### config.mk
export PLATFORM = sky130hd
export DESIGN_NAME = intra4_predictor
export DESIGN_NICKNAME = d
export VERILOG_FILES = /design/src/rtl/intra4_pkg.sv /design/src/rtl/intra4_legality.sv /design/src/rtl/intra4_nbr_prep.sv /design/src/rtl/intra4_line_gen.sv /design/src/rtl/intra4_sample_map.sv /design/src/rtl/intra4_predictor.sv
export SDC_FILE = /design/constraint.sdc
export NUM_CORES = 2
export LEC_CHECK = 0
export ABC_AREA = 1
export ABC_CLOCK_PERIOD_IN_PS = 7800
export BUFFER_PORTS_ARGS = -buffer_cell sky130_fd_sc_hd__buf_2
export CAP_MARGIN = 20
export CORE_MARGIN = 10
export CORE_UTILIZATION = 37
export DETAILED_ROUTE_END_ITERATION = 6
export PLACE_DENSITY = 0.56
export SLEW_MARGIN = 0
export SYNTH_ARGS = -nofsm -noshare
export SYNTH_HDL_FRONTEND = slang
export SYNTH_SLANG_ARGS = --single-unit
### constraint.sdc
create_clock -name clk -period 7.8 [get_ports clk]
set_input_delay 1.56 -clock clk [delete_from_list [all_inputs] [get_ports clk]]
set_output_delay 1.56 -clock clk [all_outputs]
set_load 0.02 [all_outputs]
### src/rtl/intra4_pkg.sv
// Shared definitions for the 4x4 intra luma predictor.
// Assumes mode codes 0..8; anything larger is invalid.
package intra4_pkg;
    typedef enum logic [3:0] {
        PM_VERT = 4'd0,
        PM_HORZ = 4'd1,
        PM_FLAT = 4'd2,
        PM_DDL  = 4'd3,
        PM_DDR  = 4'd4,
        PM_VRT  = 4'd5,
        PM_HDN  = 4'd6,
        PM_VLF  = 4'd7,
        PM_HUP  = 4'd8
    } pred_mode_e;

    // Bit positions inside the neighbour presence mask
    localparam int NB_LEFT    = 0;
    localparam int NB_UP      = 1;
    localparam int NB_CORNER  = 2;
    localparam int NB_UPRIGHT = 3;

    localparam int BLK      = 4;
    localparam int LINE_LEN = 10;
    localparam int ABOVE_N  = 2 * BLK;
endpackage

### src/rtl/intra4_legality.sv
// Decides whether a mode code is usable with the given neighbour mask.
// Assumes mask bits per intra4_pkg; above-right presence never matters here.
module intra4_legality
    import intra4_pkg::*;
(
    input  logic [3:0] mode,
    input  logic [2:0] avail,
    output logic       illegal
);
    logic has_l, has_u, has_c;

    assign has_l = avail[NB_LEFT];
    assign has_u = avail[NB_UP];
    assign has_c = avail[NB_CORNER];

    // Map each mode to the neighbour groups it consumes
    always_comb begin
        case (mode)
            PM_VERT, PM_DDL, PM_VLF:  illegal = !has_u;
            PM_HORZ, PM_HUP:          illegal = !has_l;
            PM_FLAT:                  illegal = 1'b0;
            PM_DDR, PM_VRT, PM_HDN:   illegal = !(has_u && has_l && has_c);
            default:                  illegal = 1'b1;
        endcase
    end
endmodule

### src/rtl/intra4_nbr_prep.sv
// Cleans neighbour pixels: zeroes groups marked absent and replaces a
// missing above-right group by copies of the last upper pixel.
// Assumes packed pixel order with index 0 in the lowest bits.
module intra4_nbr_prep
    import intra4_pkg::*;
#(
    parameter int PIX_W = 8
) (
    input  logic [3:0]               avail,
    input  logic [BLK*PIX_W-1:0]     left_raw,
    input  logic [ABOVE_N*PIX_W-1:0] above_raw,
    input  logic [PIX_W-1:0]         corner_raw,
    output logic [BLK*PIX_W-1:0]     left_cl,
    output logic [ABOVE_N*PIX_W-1:0] above_cl,
    output logic [PIX_W-1:0]         corner_cl
);
    localparam int LW = BLK * PIX_W;

    logic [PIX_W-1:0] last_up;

    // Left column and corner pass only when present
    assign left_cl   = avail[NB_LEFT]   ? left_raw   : '0;
    assign corner_cl = avail[NB_CORNER] ? corner_raw : '0;
    assign above_cl[LW-1:0] = avail[NB_UP] ? above_raw[LW-1:0] : '0;
    assign last_up = above_cl[LW-1 -: PIX_W];

    // Above-right pixels: real data or replicated last upper pixel
    for (genvar i = BLK; i < ABOVE_N; i++) begin : g_ur
        assign above_cl[i*PIX_W +: PIX_W] =
            (avail[NB_UP] && avail[NB_UPRIGHT]) ? above_raw[i*PIX_W +: PIX_W] : last_up;
    end
endmodule

### src/rtl/intra4_line_gen.sv
// Builds the per-mode reference line (up to 10 entries) from cleaned
// neighbours. Copy modes place their source pixels in entries 0..3; the
// flat mode places its average in entry 0. Unused entries are zero.
module intra4_line_gen
    import intra4_pkg::*;
#(
    parameter int PIX_W = 8
) (
    input  logic [3:0]                mode,
    input  logic                      has_left,
    input  logic                      has_up,
    input  logic [BLK*PIX_W-1:0]      left_cl,
    input  logic [ABOVE_N*PIX_W-1:0]  above_cl,
    input  logic [PIX_W-1:0]          corner_cl,
    output logic [LINE_LEN*PIX_W-1:0] line_out
);
    localparam logic [PIX_W-1:0] MID = PIX_W'(1) << (PIX_W - 1);

    logic [PIX_W-1:0] l [BLK];
    logic [PIX_W-1:0] u [ABOVE_N];
    logic [PIX_W-1:0] c;
    logic [PIX_W-1:0] t [LINE_LEN];
    logic [PIX_W+1:0] sum_l, sum_u, one_side;
    logic [PIX_W+2:0] both;
    logic [PIX_W-1:0] flat;

    function automatic logic [PIX_W-1:0] tap3(input logic [PIX_W-1:0] a,
                                              input logic [PIX_W-1:0] b,
                                              input logic [PIX_W-1:0] d);
        logic [PIX_W+1:0] s;
        s = {2'b00, a} + {1'b0, b, 1'b0} + {2'b00, d} + (PIX_W+2)'(2);
        return s[PIX_W+1:2];
    endfunction

    function automatic logic [PIX_W-1:0] tap2(input logic [PIX_W-1:0] a,
                                              input logic [PIX_W-1:0] b);
        logic [PIX_W:0] s;
        s = {1'b0, a} + {1'b0, b} + (PIX_W+1)'(1);
        return s[PIX_W:1];
    endfunction

    for (genvar i = 0; i < BLK; i++) begin : g_l
        assign l[i] = left_cl[i*PIX_W +: PIX_W];
    end
    for (genvar i = 0; i < ABOVE_N; i++) begin : g_u
        assign u[i] = above_cl[i*PIX_W +: PIX_W];
    end
    assign c = corner_cl;

    // Flat-mode average over whichever sides are present
    always_comb begin
        sum_l = (PIX_W+2)'(l[0]) + (PIX_W+2)'(l[1]) + (PIX_W+2)'(l[2]) + (PIX_W+2)'(l[3]);
        sum_u = (PIX_W+2)'(u[0]) + (PIX_W+2)'(u[1]) + (PIX_W+2)'(u[2]) + (PIX_W+2)'(u[3]);
        both  = {1'b0, sum_l} + {1'b0, sum_u} + (PIX_W+3)'(4);
        one_side = (has_up ? sum_u : sum_l) + (PIX_W+2)'(2);
        if (has_up && has_left)      flat = both[PIX_W+2:3];
        else if (has_up || has_left) flat = one_side[PIX_W+1:2];
        else                         flat = MID;
    end

    // Reference line per mode
    always_comb begin
        for (int i = 0; i < LINE_LEN; i++) t[i] = '0;
        case (mode)
            PM_VERT: for (int i = 0; i < BLK; i++) t[i] = u[i];
            PM_HORZ: for (int i = 0; i < BLK; i++) t[i] = l[i];
            PM_FLAT: t[0] = flat;
            PM_DDL: begin
                for (int i = 0; i < 6; i++) t[i] = tap3(u[i], u[i+1], u[i+2]);
                t[6] = tap3(u[6], u[7], u[7]);
            end
            PM_DDR: begin
                t[0] = tap3(l[1], l[2], l[3]);
                t[1] = tap3(l[0], l[1], l[2]);
                t[2] = tap3(c, l[0], l[1]);
                t[3] = tap3(l[0], c, u[0]);
                t[4] = tap3(c, u[0], u[1]);
                t[5] = tap3(u[0], u[1], u[2]);
                t[6] = tap3(u[1], u[2], u[3]);
            end
            PM_VRT: begin
                t[0] = tap3(l[0], l[1], l[2]);
                t[1] = tap3(c, l[0], l[1]);
                t[2] = tap3(l[0], c, u[0]);
                t[3] = tap2(c, u[0]);
                t[4] = tap3(c, u[0], u[1]);
                t[5] = tap2(u[0], u[1]);
                t[6] = tap3(u[0], u[1], u[2]);
                t[7] = tap2(u[1], u[2]);
                t[8] = tap3(u[1], u[2], u[3]);
                t[9] = tap2(u[2], u[3]);
            end
            PM_HDN: begin
                t[0] = tap3(u[0], u[1], u[2]);
                t[1] = tap3(c, u[0], u[1]);
                t[2] = tap3(u[0], c, l[0]);
                t[3] = tap2(c, l[0]);
                t[4] = tap3(c, l[0], l[1]);
                t[5] = tap2(l[0], l[1]);
                t[6] = tap3(l[0], l[1], l[2]);
                t[7] = tap2(l[1], l[2]);
                t[8] = tap3(l[1], l[2], l[3]);
                t[9] = tap2(l[2], l[3]);
            end
            PM_VLF: begin
                for (int k = 0; k < 5; k++) begin
                    t[2*k]   = tap2(u[k], u[k+1]);
                    t[2*k+1] = tap3(u[k], u[k+1], u[k+2]);
                end
            end
            PM_HUP: begin
                t[0] = tap2(l[0], l[1]);
                t[1] = tap3(l[0], l[1], l[2]);
                t[2] = tap2(l[1], l[2]);
                t[3] = tap3(l[1], l[2], l[3]);
                t[4] = tap2(l[2], l[3]);
                t[5] = tap3(l[2], l[3], l[3]);
                for (int i = 6; i < LINE_LEN; i++) t[i] = l[3];
            end
            default: ;
        endcase
    end

    for (genvar i = 0; i < LINE_LEN; i++) begin : g_pack
        assign line_out[i*PIX_W +: PIX_W] = t[i];
    end
endmodule

### src/rtl/intra4_sample_map.sv
// Fills the 4x4 block by reading the reference line at an index that is a
// fixed linear function of column x and row y, chosen by mode.
// Assumes the line layout produced by intra4_line_gen.
module intra4_sample_map
    import intra4_pkg::*;
#(
    parameter int PIX_W = 8
) (
    input  logic [3:0]                mode,
    input  logic [LINE_LEN*PIX_W-1:0] line_in,
    output logic [BLK*BLK*PIX_W-1:0]  samples
);
    for (genvar gy = 0; gy < BLK; gy++) begin : g_row
        for (genvar gx = 0; gx < BLK; gx++) begin : g_col
            localparam int POS = gy * BLK + gx;
            logic [3:0] idx;

            // Line index for this position under the current mode
            always_comb begin
                case (mode)
                    PM_VERT: idx = 4'(gx);
                    PM_HORZ: idx = 4'(gy);
                    PM_DDL:  idx = 4'(gx + gy);
                    PM_DDR:  idx = 4'(3 + gx - gy);
                    PM_VRT:  idx = 4'(3 + 2*gx - gy);
                    PM_HDN:  idx = 4'(3 + 2*gy - gx);
                    PM_VLF:  idx = 4'(2*gx + gy);
                    PM_HUP:  idx = 4'(gx + 2*gy);
                    default: idx = 4'd0;
                endcase
            end

            assign samples[POS*PIX_W +: PIX_W] = line_in[int'(idx)*PIX_W +: PIX_W];
        end
    end
endmodule

### src/rtl/intra4_predictor.sv
// Top of the 4x4 intra luma predictor. Captures one request per start
// pulse and presents the block, done and err one cycle later.
// Assumes a synchronous active-low reset; outputs hold between requests.
module intra4_predictor
    import intra4_pkg::*;
#(
    parameter int PIX_W = 8
) (
    input  logic                         clk,
    input  logic                         rst_n,
    input  logic                         start,
    input  logic [3:0]                   mode,
    input  logic [3:0]                   avail,
    input  logic [BLK*PIX_W-1:0]         left_pix,
    input  logic [ABOVE_N*PIX_W-1:0]     above_pix,
    input  logic [PIX_W-1:0]             corner_pix,
    output logic [BLK*BLK*PIX_W-1:0]     pred,
    output logic                         done,
    output logic                         err
);
    logic [BLK*PIX_W-1:0]      left_cl;
    logic [ABOVE_N*PIX_W-1:0]  above_cl;
    logic [PIX_W-1:0]          corner_cl;
    logic [LINE_LEN*PIX_W-1:0] ref_line;
    logic [BLK*BLK*PIX_W-1:0]  block_c;
    logic                      illegal;

    intra4_legality u_legal (
        .mode    (mode),
        .avail   (avail[2:0]),
        .illegal (illegal)
    );

    intra4_nbr_prep #(.PIX_W(PIX_W)) u_prep (
        .avail      (avail),
        .left_raw   (left_pix),
        .above_raw  (above_pix),
        .corner_raw (corner_pix),
        .left_cl    (left_cl),
        .above_cl   (above_cl),
        .corner_cl  (corner_cl)
    );

    intra4_line_gen #(.PIX_W(PIX_W)) u_line (
        .mode      (mode),
        .has_left  (avail[NB_LEFT]),
        .has_up    (avail[NB_UP]),
        .left_cl   (left_cl),
        .above_cl  (above_cl),
        .corner_cl (corner_cl),
        .line_out  (ref_line)
    );

    intra4_sample_map #(.PIX_W(PIX_W)) u_map (
        .mode    (mode),
        .line_in (ref_line),
        .samples (block_c)
    );

    // Capture the result on start; zero block when the request is illegal
    always_ff @(posedge clk) begin
        if (!rst_n) begin
            pred <= '0;
            done <= 1'b0;
            err  <= 1'b0;
        end else begin
            done <= start;
            if (start) begin
                err  <= illegal;
                pred <= illegal ? '0 : block_c;
            end
        end
    end
endmodule

# [Word level (Yosys, flattened, before mapping)]
# Memories as Yosys holds them, arrays and structs flattened.
# Cells that the tools add are included.
[word_totals] mem_bits_ro=864 elab_cells=142 memories=16 ff_bits=130
[op_classes] n_reduce_logical=12 n_addsub=71 shift=16 mux=16 n_eq_ne=8
[mem_list] name="(no name shown)" depth=16 width=4 read_ports=1 rd_clocked_by_memory_dff=0 wr=0 line_no="intra4_sample_map.sv:20" source="case (mode)"
[mem_list] name="(no name shown)" depth=16 width=4 read_ports=1 rd_clocked_by_memory_dff=0 wr=0 line_no="intra4_sample_map.sv:20"
[mem_list] name="(no name shown)" depth=16 width=4 read_ports=1 rd_clocked_by_memory_dff=0 wr=0 line_no="intra4_sample_map.sv:20"
[mem_list] name="(no name shown)" depth=16 width=4 read_ports=1 rd_clocked_by_memory_dff=0 wr=0 line_no="intra4_sample_map.sv:20"
[mem_list] name="(no name shown)" depth=16 width=4 read_ports=1 rd_clocked_by_memory_dff=0 wr=0 line_no="intra4_sample_map.sv:20"
[mem_list] name="(no name shown)" depth=16 width=4 read_ports=1 rd_clocked_by_memory_dff=0 wr=0 line_no="intra4_sample_map.sv:20"
[mem_list] name="+10 memories"
[op_table] op="variable part select 80 x 8 -> 8 bit" n=16
[op_table] op="one-hot mux 24 bit (8 select lines)" n=1
[op_table] op="adder 10 x 8 -> 10 bit" n=18
[op_table] op="adder 10 x 2 -> 10 bit (second input constant)" n=15
[op_table] op="one-hot mux 24 bit (6 select lines)" n=1
[op_table] op="adder 8 x 9 -> 10 bit" n=14
[op_table] op="2-to-1 mux 128 bit" n=1
[op_table] op="adder 8 x 8 -> 9 bit" n=12
[op_table] op="one-hot mux 24 bit (4 select lines)" n=1
[op_table] op="adder 9 x 1 -> 9 bit (second input constant)" n=10
[op_table] op="2-to-1 mux 32 bit" n=2
[op_table] op="one-hot mux 8 bit (8 select lines)" n=1
[op_table] op="2-to-1 mux 8 bit" n=7
[op_table] op="equality test 4 x 3 -> 1 bit (second input constant)" n=4
[op_table] op="adder 10 x 10 -> 11 bit" n=1
[op_table] op="adder 11 x 3 -> 11 bit (second input constant)" n=1
[op_table] op="2-to-1 mux 10 bit" n=1
[op_table] op="equality test 4 x 2 -> 1 bit (second input constant)" n=2
[op_table] op="OR reduction 3 bit" n=2
[op_table] op="equality test 4 x 1 -> 1 bit (second input constant)" n=1
[op_table] op="equality test 4 bit (second input constant)" n=1
[op_table] op="zero test 4 bit" n=1
[op_table] op="one-hot mux 1 bit (4 select lines)" n=1
[op_table] op="OR reduction 2 bit" n=2
[op_table] op="3 further kinds" n=7

# [Longest topological paths before layout]
[logic_depth] ltp_word=11 mapped_depth=41

# [By module]
# Synthesis repeated with hierarchy kept, for this count alone.
[unflattened] hier_cells=4670 area_unflattened_um2=27372.5
[modules_own_cells] module="intra4_line_gen" seq_area_each_um2=0.0 cells_each=2340 area_each_um2=14574.0 n_inst=1
[modules_own_cells] module="intra4_sample_map" seq_area_each_um2=0.0 cells_each=1500 area_each_um2=6816.5 n_inst=1
[modules_own_cells] module="intra4_predictor" seq_area_each_um2=2602.5 cells_each=579 area_each_um2=4822.1 n_inst=1
[modules_own_cells] module="intra4_nbr_prep" seq_area_each_um2=0.0 cells_each=233 area_each_um2=1083.5 n_inst=1
[modules_own_cells] module="intra4_legality" seq_area_each_um2=0.0 cells_each=18 area_each_um2=76.3 n_inst=1

# [Worst setup path before layout]
# OpenSTA, ideal clock, no wires.
[synth_path] path_type="in2reg" start="in avail[0]" end="reg pred[23]" path_stages=35 t_arrival_ps=6602 path_slack_ps=1066 setup_time_ps=132 cell_sequence="buf_4 > buf_6 > buf_2 > buf_2 > nand2_1 > inv_1 > ha_1 > a21oi_1 > a21boi_0 > nand2_1 > xor2_1 > fa_1 > inv_1 > ha_1 > inv_1 > o31a_1 > and2_1 > inv_1 > ha_1 > ha_1 > nand2_1 > nor3_1 > nand4_1 > nand3_1 > nor2_1 > o21ai_0 > inv_1 > nand2_1 > nand2_1 > o21ai_1 > nand2_1 > nand2_1 > nand2_1 > nand2_1 > a21oi_1"
[synth_via] elab_chain_cells=11 elab_cells_between_ends=47
[synth_rtl] item="start, declared" line_no="intra4_predictor.sv:13" source="input logic [3:0] avail,"
[synth_rtl] item="parallel branches: the longest is 10 deep, another holds adder 10 x 10 -> 11 bit"
[synth_rtl] item="2-to-1 mux 128 bit (*)" line_no="intra4_predictor.sv:70" source="pred <= illegal ? '0 : block_c;"
[synth_rtl] item="end signal, assigned" line_no="intra4_predictor.sv:70"
[synth_rtl] item="end, declared" line_no="intra4_predictor.sv:17" source="output logic [BLK*BLK*PIX_W-1:0] pred,"
# Every way passes the cells marked *.
# A chain may end at the register's enable or synchronous reset.

# [Worst setup path in the final report]
[layout_path] start="in avail[0]" end="reg pred[109]"
# Same word-level chain as after synthesis.

==> impl_metrics.tcl <==
set metrics [dict create \
    status "finished with violations" \
    violations "DRC" \
    start_util_pct 37.35 \
    hold_path_depth 2 \
    critPathArrivalTime_ns 7.52 \
    path_buf_inv 5 \
    slowest_stage "fa_1" \
    cp.required_ns 8.09 \
    synth-seq-area-share_pct 9.550 \
    num_io_pins 245 \
    fin_skew_ns 0 \
    crit_top_cell "nand2_1" \
    path_delay_family "simple AND/OR/NAND/NOR gates" \
    irDropWorstVdd_mv 0.1938 \
    path_class "in -> reg" \
    rows 99 \
    cp_max_fo 15 \
    end_kind "flip-flop" \
    post_cts_buffers 0 \
    cp-startpoint "avail[0]" \
    wl_per_cell_microns 28.00 \
    path_depth 37 \
    grt_max_degree 91 \
    synth_edf_count 0 \
    numCtsBuffers 17 \
    synthFlopType "dfxtp_1" \
    syn_nets 5270 \
    vias 36150 \
    clock_sinks 130 \
    slew_violations 0 \
    reg2reg_from "pred[103]" \
    finalSetupViolCount 0 \
    drive_gt1_share_pct 9.660 \
    finalCritPeriodShare_pct 92.66 \
    grt_usage_pct 37.61 \
    cts-root-buf "clkbuf_16" \
    final_common_cell "nand2_1" \
    reg2reg_depth 2 \
    layout_common_cells "nand2_1, nand3_1, inv_1" \
    grt_overflow 0 \
    fin_util_pct 41.83 \
    worst_pin_slew_ns 1.281 \
    antenna_found_initial 7 \
    syn_avg_cell_area_sq_um 5.629 \
    drt-pass1-iter-count 7 \
    synth_area_sq_um 27250 \
    ys_warn_count 0 \
    fmax_ghz 0.1384 \
    hold_viol 0 \
    register_area_sq_um 2603 \
    ys_ff_latch 130 \
    async_flop_share_pct 0 \
    drv_cap 0 \
    clk_path_buf_depth 2 \
    first_iter_violations 5570 \
    cts_tree "yes" \
    setup_tns_ns 0 \
    grt_pass1_wl_mm 237.5 \
    multi_input_area_sq_um 21590 \
    die_w_microns 291.4 \
    place_inst 5989 \
    vias_per_cell 5.996 \
    fin_cells 6029 \
    max_stage_delay_ns 0.55 \
    core_sq_um 72960 \
    drc 1 \
    path_clk_slew_ns 0.07 \
    gp_congestion 1.103 \
    die_area_sq_um 84900 \
    rrSetupSlack_ns 7.00 \
    syn_inst 4841 \
    rsz0062_at_grt "no" \
    detail-route-antenna-nets 0 \
    dp_hpwl_mm 138.2 \
    die_h_microns 291.4 \
    syn2layout_area_growth_pct 11.99 \
    nFillCells 8342 \
    htreeDepth 4 \
    port_buffers 244 \
    power_density_nw_per_um2 163.2 \
    hold_path_class "reg -> reg" \
    wl_mm 168.8 \
    relSlewSlack_pct 14.02 \
    min_period_ns 7.228 \
    fin_nets 5478 \
    hold_start "pred[9]" \
    leakage_nw 16.47 \
    startpoint_type "primary input" \
    synth.distinct_cells 58 \
    clock_latency_ns 0.44 \
    grt_pass1_vias 32890 \
]
per-layer routing:
metal | vias up | global-route usage (%) | routed length (microns)
met1 | 17030 | 53.27 | 73940
met3 | 352 | 9.331 | 20190
li1 | 16560 | - | -
met2 | 2211 | 53.48 | 67300
met4 | 4 | 14.44 | 7335
met5 | - | 0 | 25
logic make-up (layout without fill, tap and decap cells):
group	count (synthesis)	count (layout)	share of synthesized area, %
xor gates and xnor gates	54	54	1.736
adders and majority gates	314	314	16.59
and+or+nand+nor	2667	2667	41.99
AOI/OAI and AO/OA	873	873	18.69
muxes	1	1	0.03673
buffers and inverters	802	1023	11.40
other	0	8	0
DFF	130	130	9.550
sequential cells by signal, indices dropped and copies added (netlist names):
signal and count:
done 1, err 1, pred 128
Yosys cell counts, drive strengths merged (8+ instances only):
cell,number,area [sq um]
nand4,72,450.4
clkinv,8,30.03
a211oi,8,60.06
o21bai,60,454.2
a21oi,325,1634
o211ai,85,643.1
nor2,258,993.4
o21ai,238,1199
o221ai,8,70.07
clkbuf,116,435.4
a31oi,40,256.5
nor3,36,185.2
dfxtp,130,2603
xor2,40,350.3
o21a,15,112.6
nand3,714,3573
or2,28,175.2
fa,79,1582
nor4,10,81.33
ha,235,2940
nand2,1520,5776
inv,615,2308
buf,63,332.8
o22ai,59,369.1
o2111ai,8,70.07
xnor2,14,122.6
nand3b,22,165.2
layout make-up:
type	instances	share of cell area, %
inverters	623	7.671
repair buffers	368	7.093
well taps	959	3.932
clock inverters	14	0.5453
clock buffers	18	1.406
diodes	8	0.06560
multi-input cells	3909	70.76
flip-flops and latches	130	8.528
tightest hold or removal path: stages, from the launching register on:
cell and delay, ns:
dfxtp_1 0.31, nand2_1 0.06, a21oi_1 0.05
worst paths after layout:
path / to
max: pred[109]
min: pred[9]
max reg2reg: pred[103]
min reg2reg: pred[9]
stage by stage:
step | setup slack [ns] | power [mW] | instance area (sq um) | hold slack [ns]
finish | 0.5725 | 4.982 | 30520 | 0.4597
CTS | 0.7097 | 4.847 | 30490 | 0.4621
global route | 0.1257 | 5.270 | 30500 | 0.4818
floorplan | 1.066 | 2.810 | 27250 | 0.5450
global placement | 0.3007 | 3.993 | 29900 | 0.4507
detailed placement | 0.2687 | 3.985 | 29900 | 0.4522
where the power goes:
part | switching [mW] | internal (mW)
clock | 0.369 | 0.481
combinational | 2.44 | 0.970
sequential | 0.0206 | 0.698
total | 2.83 | 2.15
what timing repair did:
action / in CTS / in global routing
resized for setup: 0 / 1
hold buffers: 0 / 0
setup endpoints to repair: 0 / 4
No activity file was read; power rests on OpenSTA's default activity.
